`src/rtl/chr_map_pkg.sv`:
```
package chr_map_pkg;

  // Which source arrangement feeds the CHR address word
  typedef enum logic [1:0] {
    SRC_INNER     = 2'd0,
    SRC_INNER_EXT = 2'd1,
    SRC_LATCH     = 2'd2,
    SRC_FIXED     = 2'd3
  } chr_src_e;

  function automatic chr_src_e pick_src(input logic latch_mode,
                                        input logic latch_off,
                                        input logic ext_mode);
    if (latch_mode) return latch_off ? SRC_FIXED : SRC_LATCH;
    return ext_mode ? SRC_INNER_EXT : SRC_INNER;
  endfunction

endpackage

```
`src/rtl/chr_bank_regs.sv`:
```
module chr_bank_regs #(
  parameter int BASE_W  = 8,
  parameter int LATCH_W = 2,
  parameter int DATA_W  = 8,
  parameter int ADDR_W  = 16
) (
  input  logic               clk,
  input  logic               rst,
  input  logic               cpu_wr,
  input  logic [ADDR_W-1:0]  cpu_addr,
  input  logic [DATA_W-1:0]  cpu_data,
  input  logic               base_sel,
  input  logic               latch_mode,
  output logic [BASE_W-1:0]  base_q,
  output logic [LATCH_W-1:0] latch_q
);

  localparam int HI_BIT = ADDR_W - 1;

  logic base_we;
  logic latch_we;

  assign base_we  = cpu_wr && base_sel;
  assign latch_we = cpu_wr && !base_sel && latch_mode && cpu_addr[HI_BIT];

  always_ff @(posedge clk) begin
    if (rst) begin
      base_q  <= '0;
      latch_q <= '0;
    end else if (base_we) begin
      base_q  <= cpu_data[BASE_W-1:0];
      latch_q <= '0;
    end else if (latch_we) begin
      latch_q <= cpu_data[LATCH_W-1:0];
    end
  end

  // a base write clears the latch
  p_base_clears_latch_r9: assert property (@(posedge clk) disable iff (rst)
    (cpu_wr && base_sel) |=> (latch_q == '0));

  // a base write loads the data
  p_base_loads_r9: assert property (@(posedge clk) disable iff (rst)
    (cpu_wr && base_sel) |=> (base_q == $past(cpu_data[BASE_W-1:0])));

  // a latch-range write in latch mode loads data bits 1..0
  p_latch_load_r8: assert property (@(posedge clk) disable iff (rst)
    (cpu_wr && !base_sel && latch_mode && cpu_addr[HI_BIT])
      |=> (latch_q == $past(cpu_data[LATCH_W-1:0])));

  // other writes leave the latch alone
  p_latch_hold_r8: assert property (@(posedge clk) disable iff (rst)
    (!base_sel && !(cpu_wr && latch_mode && cpu_addr[HI_BIT])) |=> $stable(latch_q));

endmodule

```
`src/rtl/chr_addr_mux.sv`:
```
module chr_addr_mux
  import chr_map_pkg::*;
#(
  parameter int BASE_W  = 8,
  parameter int INNER_W = 8,
  parameter int LATCH_W = 2,
  parameter int PPU_W   = 3,
  parameter int OUT_W   = BASE_W + PPU_W
) (
  input  logic [BASE_W-1:0]  base_q,
  input  logic [LATCH_W-1:0] latch_q,
  input  logic [INNER_W-1:0] inner_bank,
  input  logic [PPU_W-1:0]   ppu_a,
  input  logic               latch_mode,
  input  logic               latch_off,
  input  logic               size_small,
  input  logic               ext_mode,
  output logic [OUT_W-1:0]   chr_next
);

  // Inner bank field: full width for the large outer size, one bit less for the small
  localparam logic [OUT_W-1:0] INNER_MASK_L = OUT_W'((1 << INNER_W) - 1);
  localparam logic [OUT_W-1:0] INNER_MASK_S = OUT_W'((1 << (INNER_W - 1)) - 1);
  // Latch field sits just above the PPU bits; the small size keeps only its low bit
  localparam logic [OUT_W-1:0] LATCH_MASK_L = OUT_W'(((1 << LATCH_W) - 1) << PPU_W);
  localparam logic [OUT_W-1:0] LATCH_MASK_S = OUT_W'(((1 << (LATCH_W - 1)) - 1) << PPU_W);

  logic [OUT_W-1:0] base_word;
  logic [OUT_W-1:0] inner_word;
  logic [OUT_W-1:0] latch_word;
  logic [OUT_W-1:0] fixed_word;
  logic [OUT_W-1:0] inner_mask;
  logic [OUT_W-1:0] latch_mask;
  chr_src_e         src;

  assign base_word  = {base_q, {PPU_W{1'b0}}};
  assign inner_word = OUT_W'(inner_bank);
  assign latch_word = OUT_W'(latch_q) << PPU_W;
  assign fixed_word = base_word | OUT_W'(ppu_a);
  assign inner_mask = size_small ? INNER_MASK_S : INNER_MASK_L;
  assign latch_mask = size_small ? LATCH_MASK_S : LATCH_MASK_L;
  assign src        = pick_src(latch_mode, latch_off, ext_mode);

  always_comb begin
    unique case (src)
      SRC_INNER:     chr_next = (base_word & ~inner_mask) | (inner_word & inner_mask);
      SRC_INNER_EXT: chr_next = base_word | inner_word;
      SRC_LATCH:     chr_next = (fixed_word & ~latch_mask) | (latch_word & latch_mask);
      default:       chr_next = fixed_word;
    endcase
  end

endmodule

```
`src/rtl/chr_outer_map.sv`:
```
module chr_outer_map #(
  parameter int BASE_W  = 8,
  parameter int INNER_W = 8,
  parameter int LATCH_W = 2,
  parameter int PPU_W   = 3,
  parameter int DATA_W  = 8,
  parameter int ADDR_W  = 16
) (
  input  logic                      clk,
  input  logic                      rst,
  input  logic                      cpu_wr,
  input  logic [ADDR_W-1:0]         cpu_addr,
  input  logic [DATA_W-1:0]         cpu_data,
  input  logic                      base_sel,
  input  logic                      latch_mode,
  input  logic                      latch_off,
  input  logic                      size_small,
  input  logic                      ext_mode,
  input  logic [INNER_W-1:0]        inner_bank,
  input  logic [PPU_W-1:0]          ppu_a,
  output logic [BASE_W+PPU_W-1:0]   chr_a
);

  localparam int OUT_W = BASE_W + PPU_W;

  logic [BASE_W-1:0]  base_q;
  logic [LATCH_W-1:0] latch_q;
  logic [OUT_W-1:0]   chr_next;

  chr_bank_regs #(
    .BASE_W (BASE_W),
    .LATCH_W(LATCH_W),
    .DATA_W (DATA_W),
    .ADDR_W (ADDR_W)
  ) u_regs (
    .clk       (clk),
    .rst       (rst),
    .cpu_wr    (cpu_wr),
    .cpu_addr  (cpu_addr),
    .cpu_data  (cpu_data),
    .base_sel  (base_sel),
    .latch_mode(latch_mode),
    .base_q    (base_q),
    .latch_q   (latch_q)
  );

  chr_addr_mux #(
    .BASE_W (BASE_W),
    .INNER_W(INNER_W),
    .LATCH_W(LATCH_W),
    .PPU_W  (PPU_W),
    .OUT_W  (OUT_W)
  ) u_mux (
    .base_q    (base_q),
    .latch_q   (latch_q),
    .inner_bank(inner_bank),
    .ppu_a     (ppu_a),
    .latch_mode(latch_mode),
    .latch_off (latch_off),
    .size_small(size_small),
    .ext_mode  (ext_mode),
    .chr_next  (chr_next)
  );

  always_ff @(posedge clk) begin
    if (rst) chr_a <= '0;
    else     chr_a <= chr_next;
  end

  // reset leaves a zero address
  p_reset_zero_r1: assert property (@(posedge clk)
    rst |=> (chr_a == '0));

  // the PPU bits pass straight through in latch mode
  p_ppu_pass_r6: assert property (@(posedge clk) disable iff (rst)
    latch_mode |=> (chr_a[PPU_W-1:0] == $past(ppu_a)));

  // with the latch removed, the top bits are the base register
  p_fixed_base_r6: assert property (@(posedge clk) disable iff (rst)
    (latch_mode && latch_off && !cpu_wr) |=> (chr_a[OUT_W-1:PPU_W] == $past(base_q)));

  // in extended mode every set inner bit reaches the address
  p_ext_or_r7: assert property (@(posedge clk) disable iff (rst)
    (ext_mode && !latch_mode) |=>
      ((chr_a[INNER_W-1:0] & $past(inner_bank)) == $past(inner_bank)));

endmodule

```
`config.mk`:
```
export PLATFORM = sky130hd
export DESIGN_NAME = chr_outer_map
export DESIGN_NICKNAME = d
export VERILOG_FILES = /design/src/rtl/chr_map_pkg.sv /design/src/rtl/chr_bank_regs.sv /design/src/rtl/chr_addr_mux.sv /design/src/rtl/chr_outer_map.sv
export SDC_FILE = /design/constraint.sdc
export NUM_CORES = 1
export LEC_CHECK = 0
export BUFFER_PORTS_ARGS = -buffer_cell sky130_fd_sc_hd__buf_2
export CAP_MARGIN = 15
export CORE_ASPECT_RATIO = 1.2
export CORE_MARGIN = 2
export CORE_UTILIZATION = 42
export CTS_CLUSTER_DIAMETER = 200
export DETAILED_ROUTE_END_ITERATION = 7
export PLACE_DENSITY = 0.78
export REMOVE_ABC_BUFFERS = 1
export SYNTH_ARGS = -nofsm -noshare
export SYNTH_HDL_FRONTEND = slang
export SYNTH_SLANG_ARGS = --single-unit
```
`constraint.sdc`:
```
create_clock -name clk -period 2.5 [get_ports clk]
set_input_delay 0.5 -clock clk [delete_from_list [all_inputs] [get_ports clk]]
set_output_delay 0.5 -clock clk [all_outputs]
set_load 0.05 [all_outputs]
```
# Word level (Yosys, flattened, before mapping)
# Cells that the tools add are included.
[totals]
input_bits = 43
regBits = 21
word_cells = 30
output_inout_bits = 11
[classes]
n_reduce_logical = 7
eq_ne = 2
n_mux = 8
bitwise_logic = 10
[op_table]
columns = ["cell", "count"]
rows = [
  ["11-bit one-hot mux with 3 select lines", 1],
  ["11-bit bitwise AND", 2],
  ["11-bit inverter", 2],
  ["11-bit OR", 2],
  ["5-bit by 11-bit bitwise AND with 11-bit output", 1],
  ["8-bit by 11-bit bitwise AND with 11-bit output", 1],
  ["11-bit by 3-bit OR with 11-bit output", 1],
  ["11-bit by 8-bit OR with 11-bit output", 1],
  ["8-bit 2-to-1 mux", 1],
  ["5-bit 2-to-1 mux", 1],
  ["1-bit logical AND", 4],
  ["2-bit 2-to-1 mux", 2],
  ["1-bit 2-to-1 mux", 3],
  ["2-bit by 1-bit == test with 1-bit output (second input constant)", 1],
  ["2-bit == test (second input constant)", 1],
  ["2-bit logical NOT", 1],
  ["2-bit OR reduction", 1],
  ["1-bit logical NOT", 1],
]

# Depth between registers and ports, before layout
# Gate-level depths: netlist (run 1).
[logic_depth]
word_depth = 5
ltp_mapped = 4
ltp_nobuf = 3

# By module
# Synthesis (run 1) repeated with hierarchy kept, for this count alone.
[unflattened]
hier_cells = 90
hier_area_um2 = 924.6
[modules_own_cells]
columns = ["mod", "seq_area_each_um2", "area_per_inst_um2", "n_inst", "cells_per_inst"]
rows = [
  ["chr_bank_regs", 200.2, 431.7, 1, 43],
  ["chr_outer_map", 220.2, 337.8, 1, 23],
  ["chr_addr_mux", 0.0, 155.1, 1, 24],
]

# Worst setup path after synthesis (run 1)
# No wires, ideal clock.
[synth_path]
kind = "in2reg"
from = "input port latch_mode"
to = "register chr_a[3]"
t_required_ps = 2372
arrival_ps = 1183
stages = 4
slack_ps = 1190
setup_time_ps = 128
path_buffers = 1
cell_sequence = "buf_6 -> mux2_4 -> a222oi_1 -> nor2_1"
[synth_between]
elab_chain_cells = 4
elab_cells_between_ends = 6
classes_between = "2 x eq/ne; 3 x mux; 1 x reduce/logical"
[synth_lines]
columns = ["item", "line_no", "rtl"]
rows = [
  ["start, declared", "chr_outer_map.sv:15", "input logic latch_mode,"],
  ["1-bit 2-to-1 mux *", "chr_map_pkg.sv:14", "if (latch_mode) return latch_off ? SRC_FIXED : SRC_LATCH;"],
  ["2-bit 2-to-1 mux *", "chr_map_pkg.sv:15", "return ext_mode ? SRC_INNER_EXT : SRC_INNER;"],
  ["2-bit == test, or another cell as far along", "chr_addr_mux.sv:45", "unique case (src)"],
  ["11-bit one-hot mux with 3 select lines *", "chr_addr_mux.sv:45", ""],
  ["end signal, assigned", "chr_outer_map.sv:67", "else chr_a <= chr_next;"],
  ["end, declared", "chr_outer_map.sv:21", "output logic [BASE_W+PPU_W-1:0] chr_a"],
]
# Every way passes the cells marked *; elsewhere a longest branch is shown, timed or not.
# A chain may end at the register's enable or synchronous reset.

# Worst setup path in the final report (run 1)
[layout_path]
from = "register chr_a[0]"
to = "output port chr_a[0]"
# No word-level cell between the ends.

==> key figures, run 1 <==
Die
  • Core ar.: 1787 um2
  • Chip Height: 51.19 um
  • Row cnt: 17
  • Die W: 43.33 um
  • Starting Density: 0.4363
  • I/O pins: 54
  • Die area: ~2200 um2

Yosys
  • Cells after synthesis: 86
  • Seq cells post-synth: 21
  • Post-Syn Area per Cell: about 9.1 um2
  • Main combinational cell family by area after synthesis: simple AND/OR/NAND/NOR gates
  • Yosys Warn Count: 0
  • Post-Synth XOR/XNOR Area: 0
  • Cell taking the most area after synthesis: dfxtp_1
  • Cell area after synthesis: ~780 um2
  • Largest cells by area after synthesis: dfxtp_1 (54%), nand2_1 (9.1%), a21oi_1 (8.3%), mux2i_1 (6.4%), nor2b_1 (3.2%)
  • Proportion of synthesized area in mux cells: 0.08347
  • Number of synthesized flops with an enable pin: 0
  • Distinct cells, synth: 21
  • Top FF cell, synth: dfxtp_1
  • Simple-gate share of the synthesized area: 0.1974
  • Post-synthesis sequential area ratio: 0.5393
  • Synth Area in Compound Gates: 0.1396
  • Adder-cell share of the synthesized area: 0
  • Asr flop ratio synth: 0
  • Synth top area share: 0.5393

Worst setup path
  • Reg2reg path depth: 2
  • Crit path max-delay family: flip-flops
  • CP max stage delay: around 0.33 ns
  • Critical Path Source Type: flip-flop
  • Worst path slowest cell: dfxtp_1
  • CP Launch Point: chr_a[0]
  • R2R Path Start: u_regs.latch_q[0]
  • Buf+Inv Stages, Crit Path: 1
  • CP endpoint kind: output port
  • Reg2Reg Setup Slack: around 1.7 ns
  • Crit-path cells: buf_2
  • Critical path arrival: approximately 0.88 ns
  • End of the critical path: chr_a[0]
  • Stages on worst setup path: 1
  • WS Path Type: reg2out
  • Max FO, Critical Path: 1
  • WP data required: 2.00 ns
  • FF-to-FF End: chr_a[3]

Timing
  • Total Neg Setup Slack: 0 ns
  • Fmax: 723.9 MHz
  • Final setup vio count: 0
  • Final Critical Period: 1.381 ns
  • RSZ-0062 raised after global routing: false
  • Setup WS post-layout: 1.119 ns
  • Clock skew: around 0.0017 ns
  • Tcrit/Tclk final: 0.5526
  • Final Max Slew Viols: 0
  • Slew @ Worst Pin: 0.3727 ns
  • Final hold viol count: 0
  • Slew HR: 0.7515

Clock network
  • Clock sink count: 21
  • Hold buffer count at CTS: 0
  • Postcts setup bufs: 0
  • H-tree depth: 1
  • CTS clk-pin slew, worst paths: roughly 0.11 ns
  • Post-cts gate resize count: 0
  • Clock buffer depth: 2
  • Cts bufs inserted: 3
  • Root Buffer Master: clkbuf_4
  • TritonCTS clock tree: done
  • Latest clock arrival within the worst-skew pair: 0.30 ns

Layout
  • P&R area growth vs syn: 27.93%
  • Diodes inserted: 0
  • Final std cells w/o fill: between 100 and 150
  • Proportion of layout cells with a drive suffix above 1: 0.3468
  • Final core occ: 0.5581
  • Fin nets: between 150 and 200

Global route
  • Global-route wire length before repair: ~2.5 mm
  • GRT Resource Usage Total: 0.1495
  • Grt ovf: 0
  • Largest net degree at the start of global routing: 22
  • Initial antenna violation count: 0
  • Vias in the first global route: 621

Place
  • Routability cong.: 0.7662
  • Place WS: 1.000 ns
  • Placed cells: 139
  • PortBufs: 38
  • DP Wirelength: 1.192 mm

Pwr
  • Switching power share of the total: 0.2749
  • Reg power frac: 0.575
  • Clock Power Share: 0.257
  • VDD IR max: 0.3301 mV
  • Combinational share of power: 0.168
  • Static Leak: 0.4841 nW
  • Power Internal: 0.0004464 W
  • PwrDens: 617.5 nW/um2
  • Sw Pwr: 0.0001693 W
  • PnR Total Power: 0.0006157 W

Routing
  • Via density: 4.923
  • WL/cell: 10.94 um
  • Initial DRC count: 8
  • Final wirelength: 1.565 mm
  • Routed vias: 704
  • DRC: 0
  • First-pass DRT Iterations: 4
  • ANT nets after route: 0

Min path
  • Hold path cells: 3
  • Hold crit path type: in2reg

Status
  • Outcome: finished clean

Flow run
  • Max-cap check violation count: 0
[through the flow]
stage	hold slack, ns	cell area [um2]
2_1_floorplan	0.4257	755.7
3_3_place_gp	0.4382	969.7
3_5_place_dp	0.4456	969.7
4_1_cts	0.4196	997.2
5_1_grt	0.4049	997.2
6_report	0.4232	997.2
[flip-flops by register name, indices dropped and copies added (netlist names)]
signal          count
u_regs.base_q       8
chr_a              11
u_regs.latch_q      2
[area by class of cell]
| class | instances | area (um2) |
|---|---|---|
| clock inverter | 1 | 5.005 |
| inverter | 2 | 7.507 |
| tap | 19 | 23.77 |
| clock buffer | 3 | 22.52 |
| multi-input combinational | 59 | 327.8 |
| sequential | 21 | 420.4 |
| timing repair buffer | 38 | 190.2 |
| fill | 169 | 789.5 |
[layout by cell type, fill, tap and decap left out, types with 3 or more instances in the layout]
cell type,synthesis,routed
a21oi_1,13,13
buf_2,1,38
clkbuf_4,0,3
dfxtp_1,21,21
mux2i_1,5,5
nand2_1,19,19
nor2_1,4,4
nor2b_1,4,4
nor3_1,3,3
[power by group through the flow]
| stage | logic, W | clock network, W | registers (W) |
|---|---|---|---|
| floorplan | 0.0000285 | 0 | 0.000393 |
| finish | 0.000103 | 0.000158 | 0.000354 |
| detailed placement | 0.000104 | 0 | 0.000362 |
| global placement | 0.000102 | 0 | 0.000362 |
| CTS | 0.000104 | 0.000163 | 0.000355 |
| global route | 0.000112 | 0.000179 | 0.000356 |
[layer usage]
metal  vias to the layer above  part of all wire  GRT usage
li1                        369                 -          -
met1                       301              0.42     0.1634
met2                        29              0.48     0.2562
met3                         5             0.077    0.03534
met4                         0             0.026    0.09091
met5                         -                 0          0
[Yosys cell counts, types with 2 or more instances]
master    number
inv_1          2
o21ai_0        2
dfxtp_1       21
nor2b_1        4
mux2i_1        5
clkbuf_1       2
nor2_1         4
nor3_1         3
a21oi_1       13
nand2_1       19
[how the worst min path moves through the flow]
stage                           startpoint          endpoint  slack (ns)
after floorplan           u_regs.base_q[5]  u_regs.base_q[5]        0.43
after detailed placement  u_regs.base_q[6]  u_regs.base_q[6]        0.45
after CTS                      cpu_data[6]  u_regs.base_q[6]        0.42
after global placement    u_regs.base_q[6]  u_regs.base_q[6]        0.44
after global routing           cpu_data[6]  u_regs.base_q[6]        0.40
final                          cpu_data[6]  u_regs.base_q[6]        0.42
[cell families after synthesis]
| logic type | after synthesis |
|---|---|
| multiplexers | 6 |
| AO/OA/AOI/OAI | 19 |
| flip-flops | 21 |
| AND/OR/NAND/NOR | 34 |
| buffers and inverters | 6 |
Power figures use the tool's default switching activity.
==> inputs of run 2 (changes only) <==
Settings changed: ABC_AREA set to 1, CORE_UTILIZATION 42 to 36, PLACE_DENSITY 0.78 to 0.7.
Clock period 2.5 ns to 1.2 ns, I/O delays scaled along.
==> run 2 against run 1 <==
  * Sequential cell count stayed put
  * Count of clock-buffer cells in the layout stayed put
  * Setup slack worse by 1.0 ns
  * Critical path depth stayed put
  * Sequential power is 110% higher
  * Die area is 23% higher
  * Synthesized cell count is 23% higher
  * Final cell count is 22% higher
  * Sequential share of layout area is 2.7 points lower
  * Clock power is 120% higher
  * Largest power group unchanged
==> key figures, run 2 <==
Place
  • Placed cells: 171
  • Routability cong.: 0.8173
  • PortBufs: 38
  • DP Wirelength: 1.302 mm
  • Post-DP Area: 1037 um2

Yosys
  • Largest cells by area after synthesis: dfxtp_1 (50%), nor2_1 (8.5%), nand2_1 (8.1%), inv_1 (5.4%), a21oi_1 (4.8%)
  • Top-count cell post-synth: dfxtp_1
  • Seq cells post-synth: 21
  • Yosys Warn Count: 0
  • Cell area after synthesis: 837.1 um2
  • Cell taking the most area after synthesis: dfxtp_1
  • Post-Syn Area per Cell: 7.897 um2
  • Cells after synthesis: 106
  • Commonest cells in the netlist: dfxtp_1 (21), nor2_1 (19), nand2_1 (18)
  • Top FF cell, synth: dfxtp_1
  • Post-synthesis sequential area ratio: 0.5022
  • Distinct cells, synth: 18
  • Number of synthesized flops with an enable pin: 0
  • Asr flop ratio synth: 0
  • Synth top area share: 0.5022

Min path
  • Hold crit path type: in2reg

Worst setup path
  • Critical path arrival: between 0.8 and 0.9 ns
  • Worst path slowest cell: dfxtp_1
  • Crit path max-delay family: flip-flops
  • Buf+Inv Stages, Crit Path: 1
  • WS Path Type: reg2out
  • WP data required: 0.96 ns
  • CP max stage delay: approximately 0.33 ns
  • Crit-path cells: buf_2
  • CP endpoint kind: output port
  • Max FO, Critical Path: 1
  • Critical Path Source Type: flip-flop

Layout
  • Top flop regs: chr_a: 11 flops, u_regs.base_q: 8 flops, u_regs.latch_q: 2 flops
  • Number of flip-flops in the largest register: 11
  • Commonest non-fill, non-tap cell in the layout: buf_2
  • Largest Register: chr_a
  • Commonest non-fill, non-tap cells in the layout: buf_2 (38), dfxtp_1 (21), nor2_1 (19), nand2_1 (18), inv_1 (12)
  • Final core occ: 0.4715
  • Proportion of layout cells with a drive suffix above 1: 0.3403
  • Post-route cell area: 1065 um2
  • Fin nets: 188
  • Final std cells w/o fill: 175
  • Filler cell count: between 200 and 250
  • Diodes inserted: 0
  • P&R area growth vs syn: 27.20%

Routing
  • WL/cell: about 9 um
  • DRC: 0
  • Routed vias: approximately 780
  • Initial DRC count: 10
  • Via density: 4.434
  • Final wirelength: 1.623 mm
  • First-pass DRT Iterations: 4
  • ANT nets after route: 0

Pwr
  • Sw Pwr: 0.0004051 W
  • Reg power frac: 0.554
  • Clock Power Share: 0.256
  • Switching power share of the total: 0.3002
  • VDD IR max: roughly 0.65 mV
  • PwrDens: 1267 nW/um2
  • Power Internal: approximately 0.00094 W
  • Combinational share of power: 0.190
  • Static Leak: 0.5251 nW

Status
  • Outcome: finished clean

Clock network
  • Post-cts gate resize count: 0
  • Cts bufs inserted: 3
  • TritonCTS clock tree: done
  • Clock sink count: 21
  • H-tree depth: 1
  • CTS clk-pin slew, worst paths: between 0.1 and 0.15 ns
  • Hold buffer count at CTS: 0
  • Root Buffer Master: clkbuf_4
  • Latest clock arrival within the worst-skew pair: 0.31 ns
  • Clock buffer depth: 2
  • Postcts setup bufs: 0

Timing
  • Clock skew: 0.0009706 ns
  • Tcrit/Tclk final: 0.9389
  • RSZ-0062 raised after global routing: false
  • Total Neg Setup Slack: 0 ns
  • Slew @ Worst Pin: 0.3501 ns
  • Final Critical Period: between 1 and 1.5 ns
  • Final Max Slew Viols: 0
  • Slew HR: 0.7664
  • Final setup vio count: 0
  • Final hold viol count: 0
  • Fmax: 887.6 MHz

Die
  • Starting Density: 0.3706
  • Core ar.: 2258 um2
  • Row cnt: 19
  • Die area: between 2000 and 3000 um2
  • Die W: 48.02 um
  • Chip Height: 56.82 um
  • I/O pins: 54

Global route
  • Initial antenna violation count: 0
  • Largest net degree at the start of global routing: 15
  • Grt ovf: 0
  • Global-route wire length before repair: 2.697 mm
  • GRT Resource Usage Total: 0.1342
  • Vias in the first global route: roughly 700

Flow run
  • Max-cap check violation count: 0
run 2: changes by cell type after synthesis, moves of 3 or more:
cell,before,now
nor2_1,4,19
inv_1,2,12
a21oi_1,13,8
mux2i_1,5,0
o21ai_0,2,7
o21ai_1,0,5
nor2b_1,4,0
nor3_1,3,0
run 2: worst reg2reg max path, cell delays in order, from the launching register on:
cell and delay (ns):
dfxtp_1 0.32, inv_1 0.05, nor2_1 0.10, nand2_1 0.06
nand3_1 0.06, nand2_1 0.05, inv_1 0.06
run 2: layout make-up:
cell class                      count  area [um2]  area share
Timing Repair Buffer               38       190.2      0.1786
Sequential cell                    21       420.4      0.3948
Clock inverter                      1       5.005    0.004700
Multi-Input combinational cell     68       331.6      0.3114
Inverter                           13       56.30     0.05288
Tap cell                           31       38.79     0.03643
Clock buffer                        3       22.52     0.02115
run 2: logic make-up after synthesis:
group,count (synthesis),share of synthesized area
compound gates,23,0.1495
flops,21,0.5022
simple gates,45,0.2466
buf+inv,17,0.1016
run 2: metrics by stage:
step / worst slack (ns) / power (W) / hold slack, ns
2_1_floorplan: 0.3727 / 0.0009261 / 0.3091
3_3_place_gp: 0.1878 / 0.001016 / 0.4218
3_5_place_dp: 0.1356 / 0.001022 / 0.4270
4_1_cts: 0.06963 / 0.001353 / 0.1518
5_1_grt: 0.01970 / 0.001419 / 0.1577
6_report: 0.07336 / 0.001349 / 0.1503
run 2: power by group through the flow:
| stage | sequential (W) | combinational (W) | clock, W |
|---|---|---|---|
| after floorplan | 0.000842 | 0.0000845 | 0 |
| after global placement | 0.000763 | 0.000253 | 0 |
| after detailed placement | 0.000765 | 0.000258 | 0 |
| after CTS | 0.000748 | 0.000258 | 0.000346 |
| after global routing | 0.000754 | 0.000286 | 0.000379 |
| final | 0.000748 | 0.000256 | 0.000345 |
run 2: routing by layer:
layer / share of wire / vias to the layer above / track usage / wire length (um)
met5: 0 / - / 0 / 0
met4: 0.023 / 0 / 0.06950 / 38
met3: 0.078 / 4 / 0.01929 / 126
met2: 0.45 / 30 / 0.2152 / 738
met1: 0.44 / 334 / 0.1647 / 719
li1: - / 408 / - / -
run 2: worst paths after layout:
check	slack, ns	depth (start not counted)	end	start
min reg2reg	0.44	2	chr_a[10]	u_regs.base_q[7]
max	0.07	1	chr_a[8]	chr_a[8]
max reg2reg	0.46	6	chr_a[4]	u_regs.base_q[1]
min	0.15	3	chr_a[1]	ppu_a[1]
